## src/rtl/dic_pkg.sv

```systemverilog
package dic_pkg;
  localparam int LINES     = 8;
  localparam int IDX_W     = $clog2(LINES);
  localparam int DATA_W    = 8;
  localparam int UNITS     = 2;
  localparam int CASC_LINE = 2;

  // per-controller strobes issued by the control module
  typedef struct packed {
    logic cmdWr;
    logic dataWr;
    logic trigWr;
    logic ack;
  } unitStb_t;

  typedef enum logic [1:0] {RK_CMD, RK_DATA, RK_TRIG} rdKind_e;

  typedef struct packed {
    logic    valid;
    logic    unitSel;
    rdKind_e kind;
  } rdSel_t;

  typedef struct packed {
    logic useSec;
    logic spurious;
  } vecSel_t;

  typedef enum logic [1:0] {INIT_IDLE, INIT_BASE, INIT_W2, INIT_W4} initSt_e;

  // index of lowest set bit (highest priority); LINES when empty
  function automatic logic [IDX_W:0] firstSet(input logic [LINES-1:0] v);
    firstSet = (IDX_W+1)'(LINES);
    for (int i = LINES - 1; i >= 0; i--)
      if (v[i]) firstSet = (IDX_W+1)'(i);
  endfunction
endpackage

```

## src/rtl/dic_unit.sv

```systemverilog
module dic_unit import dic_pkg::*; #(
  parameter logic [LINES-1:0] TRIG_MASK = 8'hF8,
  parameter bit               NEST_OK   = 1'b1
) (
  input  logic              clk,
  input  logic              rstN,
  input  logic [LINES-1:0]  lineIn,
  input  logic [LINES-1:0]  forceSet,
  input  unitStb_t          stb,
  input  logic [DATA_W-1:0] wrByte,
  output logic              want,
  output logic [IDX_W-1:0]  grantIdx,
  output logic [DATA_W-1:0] base,
  output logic [DATA_W-1:0] cmdRd,
  output logic [DATA_W-1:0] maskRd,
  output logic [DATA_W-1:0] trigRd
);
  localparam logic [LINES-1:0]  CASC_BIT  = LINES'(1) << CASC_LINE;
  localparam logic [DATA_W-1:0] BASE_KEEP = ~DATA_W'(LINES - 1);

  logic [LINES-1:0] irr, isr, imr, trig, lastIn;
  logic [LINES-1:0] irrNext, isrNext, grantHot, eoiClr;
  logic [IDX_W:0]   pendPri, curPri, isrPri;
  logic             needW4, nested, readIsr;
  initSt_e          initSt;

  // grant: highest unmasked request above current in-service level
  always_comb begin
    pendPri  = firstSet(irr & ~imr);
    curPri   = firstSet(isr & ~(nested ? CASC_BIT : '0));
    want     = pendPri < curPri;
    grantIdx = pendPri[IDX_W-1:0];
    grantHot = LINES'(1) << grantIdx;
  end

  // end-of-interrupt commands
  always_comb begin
    isrPri = firstSet(isr);
    eoiClr = '0;
    if (stb.cmdWr && !wrByte[4] && !wrByte[3]) begin
      if (wrByte[7:5] == 3'b001 && !isrPri[IDX_W])
        eoiClr = LINES'(1) << isrPri[IDX_W-1:0];
      else if (wrByte[7:5] == 3'b011)
        eoiClr = LINES'(1) << wrByte[IDX_W-1:0];
    end
  end

  // request / in-service next state; acknowledge clear wins over new sets
  always_comb begin
    irrNext = (irr & ~(trig & ~lineIn)) | (~trig & lineIn & ~lastIn)
            | (trig & lineIn) | forceSet;
    if (stb.ack) irrNext = irrNext & ~(grantHot & ~trig);
    isrNext = (isr & ~eoiClr) | (stb.ack ? grantHot : '0);
  end

  always_ff @(posedge clk or negedge rstN) begin
    if (!rstN) begin
      irr <= '0; isr <= '0; imr <= '0; trig <= '0; lastIn <= '0;
      base <= '0; needW4 <= 1'b0; nested <= 1'b0; readIsr <= 1'b0;
      initSt <= INIT_IDLE;
    end else begin
      lastIn <= lineIn;
      irr    <= irrNext;
      isr    <= isrNext;
      if (stb.trigWr) trig <= wrByte[LINES-1:0] & TRIG_MASK;
      if (stb.cmdWr && wrByte[4]) begin
        needW4  <= wrByte[0];
        imr     <= '0;
        isr     <= '0;
        irr     <= irr & trig;
        lastIn  <= '0;
        readIsr <= 1'b0;
        if (!wrByte[0]) nested <= 1'b0;
        initSt  <= INIT_BASE;
      end else if (stb.cmdWr && wrByte[3] && wrByte[1]) begin
        readIsr <= wrByte[0];
      end
      if (stb.dataWr) begin
        case (initSt)
          INIT_IDLE: imr <= wrByte[LINES-1:0];
          INIT_BASE: begin base <= wrByte & BASE_KEEP; initSt <= INIT_W2; end
          INIT_W2:   initSt <= needW4 ? INIT_W4 : INIT_IDLE;
          default:   begin nested <= wrByte[4] & NEST_OK; initSt <= INIT_IDLE; end
        endcase
      end
    end
  end

  assign cmdRd  = DATA_W'(readIsr ? isr : irr);
  assign maskRd = DATA_W'(imr);
  assign trigRd = DATA_W'(trig);

  AST_CASC_RELAY: assert property (@(posedge clk) disable iff (!rstN)
    ((|forceSet) && !stb.ack && !stb.cmdWr) |=> ((irr & $past(forceSet)) == $past(forceSet)));
  AST_ACK_SETS_ISR: assert property (@(posedge clk) disable iff (!rstN)
    (stb.ack && !stb.cmdWr) |=> isr[$past(grantIdx)]);
  AST_ACK_CLEARS_EDGE: assert property (@(posedge clk) disable iff (!rstN)
    (stb.ack && !stb.cmdWr && !trig[grantIdx]) |=> !irr[$past(grantIdx)]);
  AST_LEVEL_FOLLOWS: assert property (@(posedge clk) disable iff (!rstN)
    !stb.cmdWr |=> ((irr & $past(trig)) == ($past(lineIn | forceSet) & $past(trig))));
  AST_WANT_HAS_PEND: assert property (@(posedge clk) disable iff (!rstN)
    want |-> (|(irr & ~imr)));
endmodule

```

## src/rtl/dic_ctrl.sv

```systemverilog
module dic_ctrl import dic_pkg::*; #(
  parameter int                ADDR_W    = 16,
  parameter logic [ADDR_W-1:0] CTRL_ADDR = 16'h0020,
  parameter logic [ADDR_W-1:0] TRIG_ADDR = 16'h04D0,
  parameter int                SEL_BIT   = 7
) (
  input  logic [ADDR_W-1:0]          busAddr,
  input  logic                       busWr,
  input  logic                       busRd,
  input  logic                       ackStrobe,
  input  logic [UNITS-1:0]           want,
  input  logic [IDX_W-1:0]           pGrant,
  output unitStb_t [UNITS-1:0]       stb,
  output rdSel_t                     rdSel,
  output vecSel_t                    vecSel
);
  localparam logic [ADDR_W-1:0] CTRL_IGN = (ADDR_W'(1) << SEL_BIT) | ADDR_W'(1);
  localparam logic [ADDR_W-1:0] TRIG_IGN = ADDR_W'(1);

  logic ctrlHit, trigHit, ctrlSel, cascGrant;

  always_comb begin
    ctrlHit   = (busAddr & ~CTRL_IGN) == (CTRL_ADDR & ~CTRL_IGN);
    trigHit   = (busAddr & ~TRIG_IGN) == (TRIG_ADDR & ~TRIG_IGN);
    ctrlSel   = busAddr[SEL_BIT];
    cascGrant = want[0] && (pGrant == IDX_W'(CASC_LINE));
    for (int u = 0; u < UNITS; u++) begin
      stb[u].cmdWr  = busWr && ctrlHit && !busAddr[0] && (ctrlSel == 1'(u));
      stb[u].dataWr = busWr && ctrlHit &&  busAddr[0] && (ctrlSel == 1'(u));
      stb[u].trigWr = busWr && trigHit && (busAddr[0] == 1'(u));
    end
    // acknowledge walks the cascade only when the primary grants line 2
    stb[0].ack      = ackStrobe && want[0];
    stb[1].ack      = ackStrobe && cascGrant && want[1];
    vecSel.useSec   = cascGrant;
    vecSel.spurious = !want[0] || (cascGrant && !want[1]);
    rdSel.valid     = busRd && (ctrlHit || trigHit);
    rdSel.unitSel   = ctrlHit ? ctrlSel : busAddr[0];
    rdSel.kind      = trigHit ? RK_TRIG : (busAddr[0] ? RK_DATA : RK_CMD);
  end
endmodule

```

## src/rtl/dic_datapath.sv

```systemverilog
module dic_datapath import dic_pkg::*; #(
  parameter logic [LINES-1:0] PRI_TRIG_MASK = 8'hF8,
  parameter logic [LINES-1:0] SEC_TRIG_MASK = 8'hDE
) (
  input  logic                          clk,
  input  logic                          rstN,
  input  logic [UNITS*LINES-1:0]        irqIn,
  input  unitStb_t [UNITS-1:0]          stb,
  input  logic [DATA_W-1:0]             wrByte,
  input  rdSel_t                        rdSel,
  input  vecSel_t                       vecSel,
  output logic [UNITS-1:0]              want,
  output logic [UNITS-1:0][IDX_W-1:0]   grantIdx,
  output logic [DATA_W-1:0]             rdData,
  output logic [DATA_W-1:0]             ackVector,
  output logic                          intOut
);
  logic [UNITS-1:0][DATA_W-1:0] base, cmdRd, maskRd, trigRd;
  logic [LINES-1:0]             cascSet;
  logic [IDX_W-1:0]             vecLine;

  // secondary demand is relayed as a forced set on primary line 2
  assign cascSet = want[1] ? (LINES'(1) << CASC_LINE) : '0;

  for (genvar u = 0; u < UNITS; u++) begin : g_unit
    localparam logic [LINES-1:0] MASK_U = (u == 0) ? PRI_TRIG_MASK : SEC_TRIG_MASK;
    dic_unit #(.TRIG_MASK(MASK_U), .NEST_OK(u == 0)) u_unit (
      .clk      (clk),
      .rstN     (rstN),
      .lineIn   (irqIn[u*LINES +: LINES]),
      .forceSet ((u == 0) ? cascSet : '0),
      .stb      (stb[u]),
      .wrByte   (wrByte),
      .want     (want[u]),
      .grantIdx (grantIdx[u]),
      .base     (base[u]),
      .cmdRd    (cmdRd[u]),
      .maskRd   (maskRd[u]),
      .trigRd   (trigRd[u])
    );
  end

  always_comb begin
    rdData = '0;
    if (rdSel.valid) begin
      case (rdSel.kind)
        RK_CMD:  rdData = cmdRd[rdSel.unitSel];
        RK_DATA: rdData = maskRd[rdSel.unitSel];
        default: rdData = trigRd[rdSel.unitSel];
      endcase
    end
    vecLine   = vecSel.spurious ? IDX_W'(LINES - 1) : grantIdx[vecSel.useSec];
    ackVector = base[vecSel.useSec] | DATA_W'(vecLine);
  end

  assign intOut = want[0];
endmodule

```

## src/rtl/dual_irq_ctrl.sv

```systemverilog
module dual_irq_ctrl import dic_pkg::*; #(
  parameter int                ADDR_W    = 16,
  parameter logic [ADDR_W-1:0] CTRL_ADDR = 16'h0020,
  parameter logic [ADDR_W-1:0] TRIG_ADDR = 16'h04D0,
  parameter int                SEL_BIT   = 7
) (
  input  logic              clk,
  input  logic              rstN,
  input  logic [15:0]       irqIn,
  input  logic [ADDR_W-1:0] busAddr,
  input  logic              busWr,
  input  logic              busRd,
  input  logic [7:0]        busWrData,
  output logic [7:0]        busRdData,
  input  logic              ackStrobe,
  output logic [7:0]        ackVector,
  output logic              intOut
);
  localparam logic [ADDR_W-1:0] SEC_ADDR = CTRL_ADDR | (ADDR_W'(1) << SEL_BIT);

  unitStb_t [UNITS-1:0]        stb;
  rdSel_t                      rdSel;
  vecSel_t                     vecSel;
  logic [UNITS-1:0]            want;
  logic [UNITS-1:0][IDX_W-1:0] grantIdx;
  logic                        decoded;

  dic_ctrl #(.ADDR_W(ADDR_W), .CTRL_ADDR(CTRL_ADDR), .TRIG_ADDR(TRIG_ADDR),
             .SEL_BIT(SEL_BIT)) u_ctrl (
    .busAddr(busAddr), .busWr(busWr), .busRd(busRd), .ackStrobe(ackStrobe),
    .want(want), .pGrant(grantIdx[0]), .stb(stb), .rdSel(rdSel), .vecSel(vecSel)
  );

  dic_datapath u_dp (
    .clk(clk), .rstN(rstN), .irqIn(irqIn), .stb(stb), .wrByte(busWrData),
    .rdSel(rdSel), .vecSel(vecSel), .want(want), .grantIdx(grantIdx),
    .rdData(busRdData), .ackVector(ackVector), .intOut(intOut)
  );

  assign decoded = (busAddr == CTRL_ADDR) || (busAddr == CTRL_ADDR + 1'b1) ||
                   (busAddr == SEC_ADDR)  || (busAddr == SEC_ADDR + 1'b1)  ||
                   (busAddr == TRIG_ADDR) || (busAddr == TRIG_ADDR + 1'b1);

  AST_SPUR_PRI: assert property (@(posedge clk) disable iff (!rstN)
    (ackStrobe && !want[0]) |-> (ackVector[IDX_W-1:0] == '1));
  AST_SPUR_SEC: assert property (@(posedge clk) disable iff (!rstN)
    (ackStrobe && want[0] && grantIdx[0] == IDX_W'(CASC_LINE) && !want[1])
      |-> (ackVector[IDX_W-1:0] == '1));
  AST_PRI_VEC_LINE: assert property (@(posedge clk) disable iff (!rstN)
    (ackStrobe && want[0] && grantIdx[0] != IDX_W'(CASC_LINE))
      |-> (ackVector[IDX_W-1:0] == grantIdx[0]));
  AST_UNDECODED_READ: assert property (@(posedge clk) disable iff (!rstN)
    (busRd && !decoded) |-> (busRdData == '0));
endmodule

```

## config.mk

```make
export PLATFORM = sky130hd
export DESIGN_NAME = dual_irq_ctrl
export DESIGN_NICKNAME = d
export VERILOG_FILES = /design/src/rtl/dic_pkg.sv /design/src/rtl/dic_unit.sv /design/src/rtl/dic_ctrl.sv /design/src/rtl/dic_datapath.sv /design/src/rtl/dual_irq_ctrl.sv
export SDC_FILE = /design/constraint.sdc
export NUM_CORES = 1
export LEC_CHECK = 0
export CAP_MARGIN = 40
export CORE_MARGIN = 1.5
export CORE_UTILIZATION = 60
export CTS_BUF_LIST = sky130_fd_sc_hd__clkbuf_8
export DETAILED_ROUTE_END_ITERATION = 8
export DONT_BUFFER_PORTS = 1
export GPL_TIMING_DRIVEN = 0
export PLACE_DENSITY = 0.74
export SLEW_MARGIN = 20
export SYNTH_ARGS = -nofsm -noshare
export SYNTH_HDL_FRONTEND = slang
export SYNTH_SLANG_ARGS = --single-unit
export TNS_END_PERCENT = 10
```

## constraint.sdc

```tcl
create_clock -name clk -period 4.2 [get_ports clk]
set_clock_uncertainty 0.1 [all_clocks]
set_input_delay 0.21 -clock clk [delete_from_list [all_inputs] [get_ports clk]]
set_output_delay 0.21 -clock clk [all_outputs]
set_load 0.01 [all_outputs]
```

==> impl_metrics.toml <==
[status]
status = "finished clean"

[detailed_routing]
vias_post_dr = 5220
drt-pass1-iter-count = 5
postRouteAntennaNets = 0
post-route-drc-count = 0
wl_mm = 17.3
drt_iter0_markers = 396
routed_via_density = 6.56
drt-wirelength-per-cell_um = 21.7

[floorplan]
std_cell_core_area_um2 = 9280
fp.dieArea_um2 = 10200
die_h_um = 101
standard_cell_rows = 35
floorplan.initialDensity = 0.621
die_w_um = 101
io_pins = 62

[logic_synthesis]
share_of_the_synthesized_netlist_area_taken_by_xor_and_xnor_gates = 0.0106
synth-seq-cells = 95
synth_seq_area_share = 0.412
synth.area.mux_share = 0.0996
synth_simple_gate_area_share = 0.235
synth_enable_flop_cells = 0
synthesized_area_fraction_occupied_by_ao_oa_aoi_and_oai_cells = 0.189
synth.area.top_cells = "sky130_fd_sc_hd__dfrtp_1 41%, sky130_fd_sc_hd__mux2_2 6.4%, sky130_fd_sc_hd__nand2_1 4.4%"
mappedNetlistNets = 678
synth_async_sr_flop_share = 1.00
yosys.area_share.adder = 0.0109
avgSynthCellArea_um2 = 9.18
synth_top_family_by_area = "simple AND/OR/NAND/NOR gates"
synthesis.area_um2 = 5760
yosys.area.top_type_share = 0.412
ys.warnings.count = 0
synth_largest_area_cell = "sky130_fd_sc_hd__dfrtp_1"
synthCells = 628
synth_cell_types = 66
postSynth.topFlopCell = "sky130_fd_sc_hd__dfrtp_1"

[timing]
final_hold_viol_count = 0
grt_setup_unrepaired = "false"
final.min_clock_period_ns = 3.87
fmax_ghz = 0.258
tightest_slew_ns = 0.827
fin_crit_sh = 0.922
holdWs_ns = 0.00988
relSlewSlack = 0.445
slew_violations = 0
totalNegativeSetupSlack_ns = 0
finalSetupViolations = 0
post-route-worst-setup-slack_ns = 0.327

[power]
comb_power_share = 0.161
power_dissipated_by_switching_net_loads_uw = 624
p_seq_frac = 0.514
internal_power_mw = 1.35
max-vdd-ir-drop_mv = 0.176
power.density_cell_area_nw_per_um2 = 309
leakage_nw = 2.79
power.share.clock = 0.325
total_power_consumption_of_the_routed_design_mw = 1.97
power.share.switching = 0.317

[critical_path]
slowest_delay_ns = 0.45
critical-path-slowest-cell = "sky130_fd_sc_hd__a2111oi_1"
worst-endpoint-arrival_ns = 3.56
required_arrival_time_at_the_worst_endpoint_ns = 3.89
largest_fanout_on_the_critical_path = 8
path_common_cell = "sky130_fd_sc_hd__nand2b_1"
crit_path_start_kind = "flop"
total_buffers_and_inverters_traversed_by_the_critical_path = 2
setup.worst_path.class = "flop to output pin"
critPathTopFamily = "compound AO/OA/AOI/OAI gates"
critical_path.endpoint_type = "output pin"
crit_chain = "nand2b_1 -> nor2b_1 -> nand3_1 -> nand2b_1 -> clkbuf_1 -> inv_1 -> ha_1 -> a2111oi_1 -> a32o_1 -> nand2_1 -> a211o_1"

[final_layout]
fillCellCount = 807
leading_cell_types_in_the_layout_fill_and_taps_excluded = "95 x sky130_fd_sc_hd__dfrtp_1, 68 x sky130_fd_sc_hd__nand2_1, 37 x sky130_fd_sc_hd__nand3_1, 37 x sky130_fd_sc_hd__o21ai_0, 34 x sky130_fd_sc_hd__nor2_1"
finish.utilization = 0.687
layout.nets = 712
antenna_cells = 0
seq_area_um2 = 2380
multi_input_gate_area_in_the_final_layout_um2 = 3150
flow.area_growth_from_synthesis_pct = 10.6
fraction_of_final_layout_cells_with_drive_strength_greater_than_1 = 0.114
mostFrequentLayoutCell = "sky130_fd_sc_hd__dfrtp_1"
fin_area_um2 = 6370
filler_free_cell_count_of_the_finished_design = 796

[grt]
antenna_found_initial = 0
grt_start_max_net_pins = 96
globalRouteTotalUtil = 0.364
grt_pass1_wl_mm = 27.5
via_count_of_the_first_global_routing_pass = 5077
total_grt_overflow = 0

[placed_design]
portBuffers = 0
gp_congestion = 0.994
place.detailed.hpwl_mm = 12.6
preCtsSetupSlack_ns = 0.395
dp_cells = 758
placement.cell_area_um2 = 5930

[clock_tree]
cts_inserted_buffers = 9
clkSinkCount = 95
clock_tree.buffer_depth = 2
worst_setup_hold_path_clk_slew_ns = 0.10
cts_tree = "done"
h_tree_depth_reported_by_cts = 3
worst_skew_pair.late_latency_ns = 0.38
cts.root.buffer_cell = "sky130_fd_sc_hd__clkbuf_8"

[worst_hold_path]
worst_hold_path_type = "input pin to flop"

[job]
max_cap_viol_count = 0
[cell type report]
cell class / instances / area share
plain buffers: 30 / 0.0220
clock buffers: 9 / 0.0194
clock inverters: 7 / 0.0118
inverters: 27 / 0.0159
multi-input cells: 476 / 0.495
flip-flops and latches: 95 / 0.373
well taps: 129 / 0.0253
repair buffers: 23 / 0.0381
[sequential cells by signal, summed over array words and instances, names as in the netlist, 4 cells and up]
name / count
u_dp.g_unit.u_unit.base: 10
u_dp.g_unit.u_unit.initSt: 4
u_dp.g_unit.u_unit.irr: 16
u_dp.g_unit.u_unit.isr: 16
u_dp.g_unit.u_unit.lastIn: 16
u_dp.g_unit.u_unit.maskRd: 16
u_dp.g_unit.u_unit.trigRd: 11
[layer usage]
metal / GRT usage / vias to the layer above / share of wire
li1: - / 2359 / -
met1: 0.507 / 2565 / 0.42
met2: 0.579 / 258 / 0.47
met3: 0.0721 / 38 / 0.089
met4: 0.112 / 0 / 0.023
met5: 0 / - / 0
[path summary, 6_finish.rpt]
kind                                                 startpoint                       endpoint  slack [ns]  depth (start not counted)
worst max-delay path            u_dp.g_unit[1].u_unit.maskRd[2]                   ackVector[0]        0.33                         11
worst min-delay path                                   irqIn[2]   u_dp.g_unit[0].u_unit.irr[2]        0.01                          3
worst max register to register     u_dp.g_unit[0].u_unit.irr[7]   u_dp.g_unit[1].u_unit.irr[1]        0.48                         11
worst min register to register    u_dp.g_unit[0].u_unit.base[7]  u_dp.g_unit[0].u_unit.base[7]        0.41                          1
max in group asynchronous                                  rstN   u_dp.g_unit[0].u_unit.irr[1]        3.30                          2
min in group asynchronous                                  rstN   u_dp.g_unit[1].u_unit.isr[7]        0.30                          2
[timing repair]
action                                  CTS  global route
hold buffers                             22             0
hold endpoints to repair                130             0
buffers inserted                          0             0
endpoints found under the setup margin    0             2
gates resized for setup                   0             2
[power groups by stage]
stage | combinational [mW] | clock (mW) | sequential, mW
final | 0.318 | 0.641 | 1.01
after global routing | 0.355 | 0.690 | 1.02
after CTS | 0.312 | 0.642 | 1.01
after detailed placement | 0.270 | 0 | 1.03
after global placement | 0.266 | 0 | 1.03
after floorplan | 0.218 | 0 | 1.00
[synth_stat cells, types with 11 or more instances]
library cell,count
sky130_fd_sc_hd__dfrtp_1,95
sky130_fd_sc_hd__nand2_1,68
sky130_fd_sc_hd__nand3_1,37
sky130_fd_sc_hd__o21ai_0,37
sky130_fd_sc_hd__nor2_1,34
sky130_fd_sc_hd__mux2_2,33
sky130_fd_sc_hd__a21oi_1,30
sky130_fd_sc_hd__nor2b_1,28
sky130_fd_sc_hd__inv_1,27
sky130_fd_sc_hd__clkbuf_1,22
sky130_fd_sc_hd__nand2b_1,22
sky130_fd_sc_hd__and2_1,11
sky130_fd_sc_hd__nand4_1,11
[cells by family after synthesis]
family / after synthesis
simple gates: 255
flops: 95
buf+inv: 57
compound gates: 162
xor+xnor: 7
fa+ha+maj: 5
mux: 47
[tightest hold or removal path, stage by stage]
cell                      delay [ns]
sky130_fd_sc_hd__a21oi_1        0.04
sky130_fd_sc_hd__nand2_1        0.06
sky130_fd_sc_hd__and3_1         0.14
Note: power is estimated with default switching activity, not from simulation.
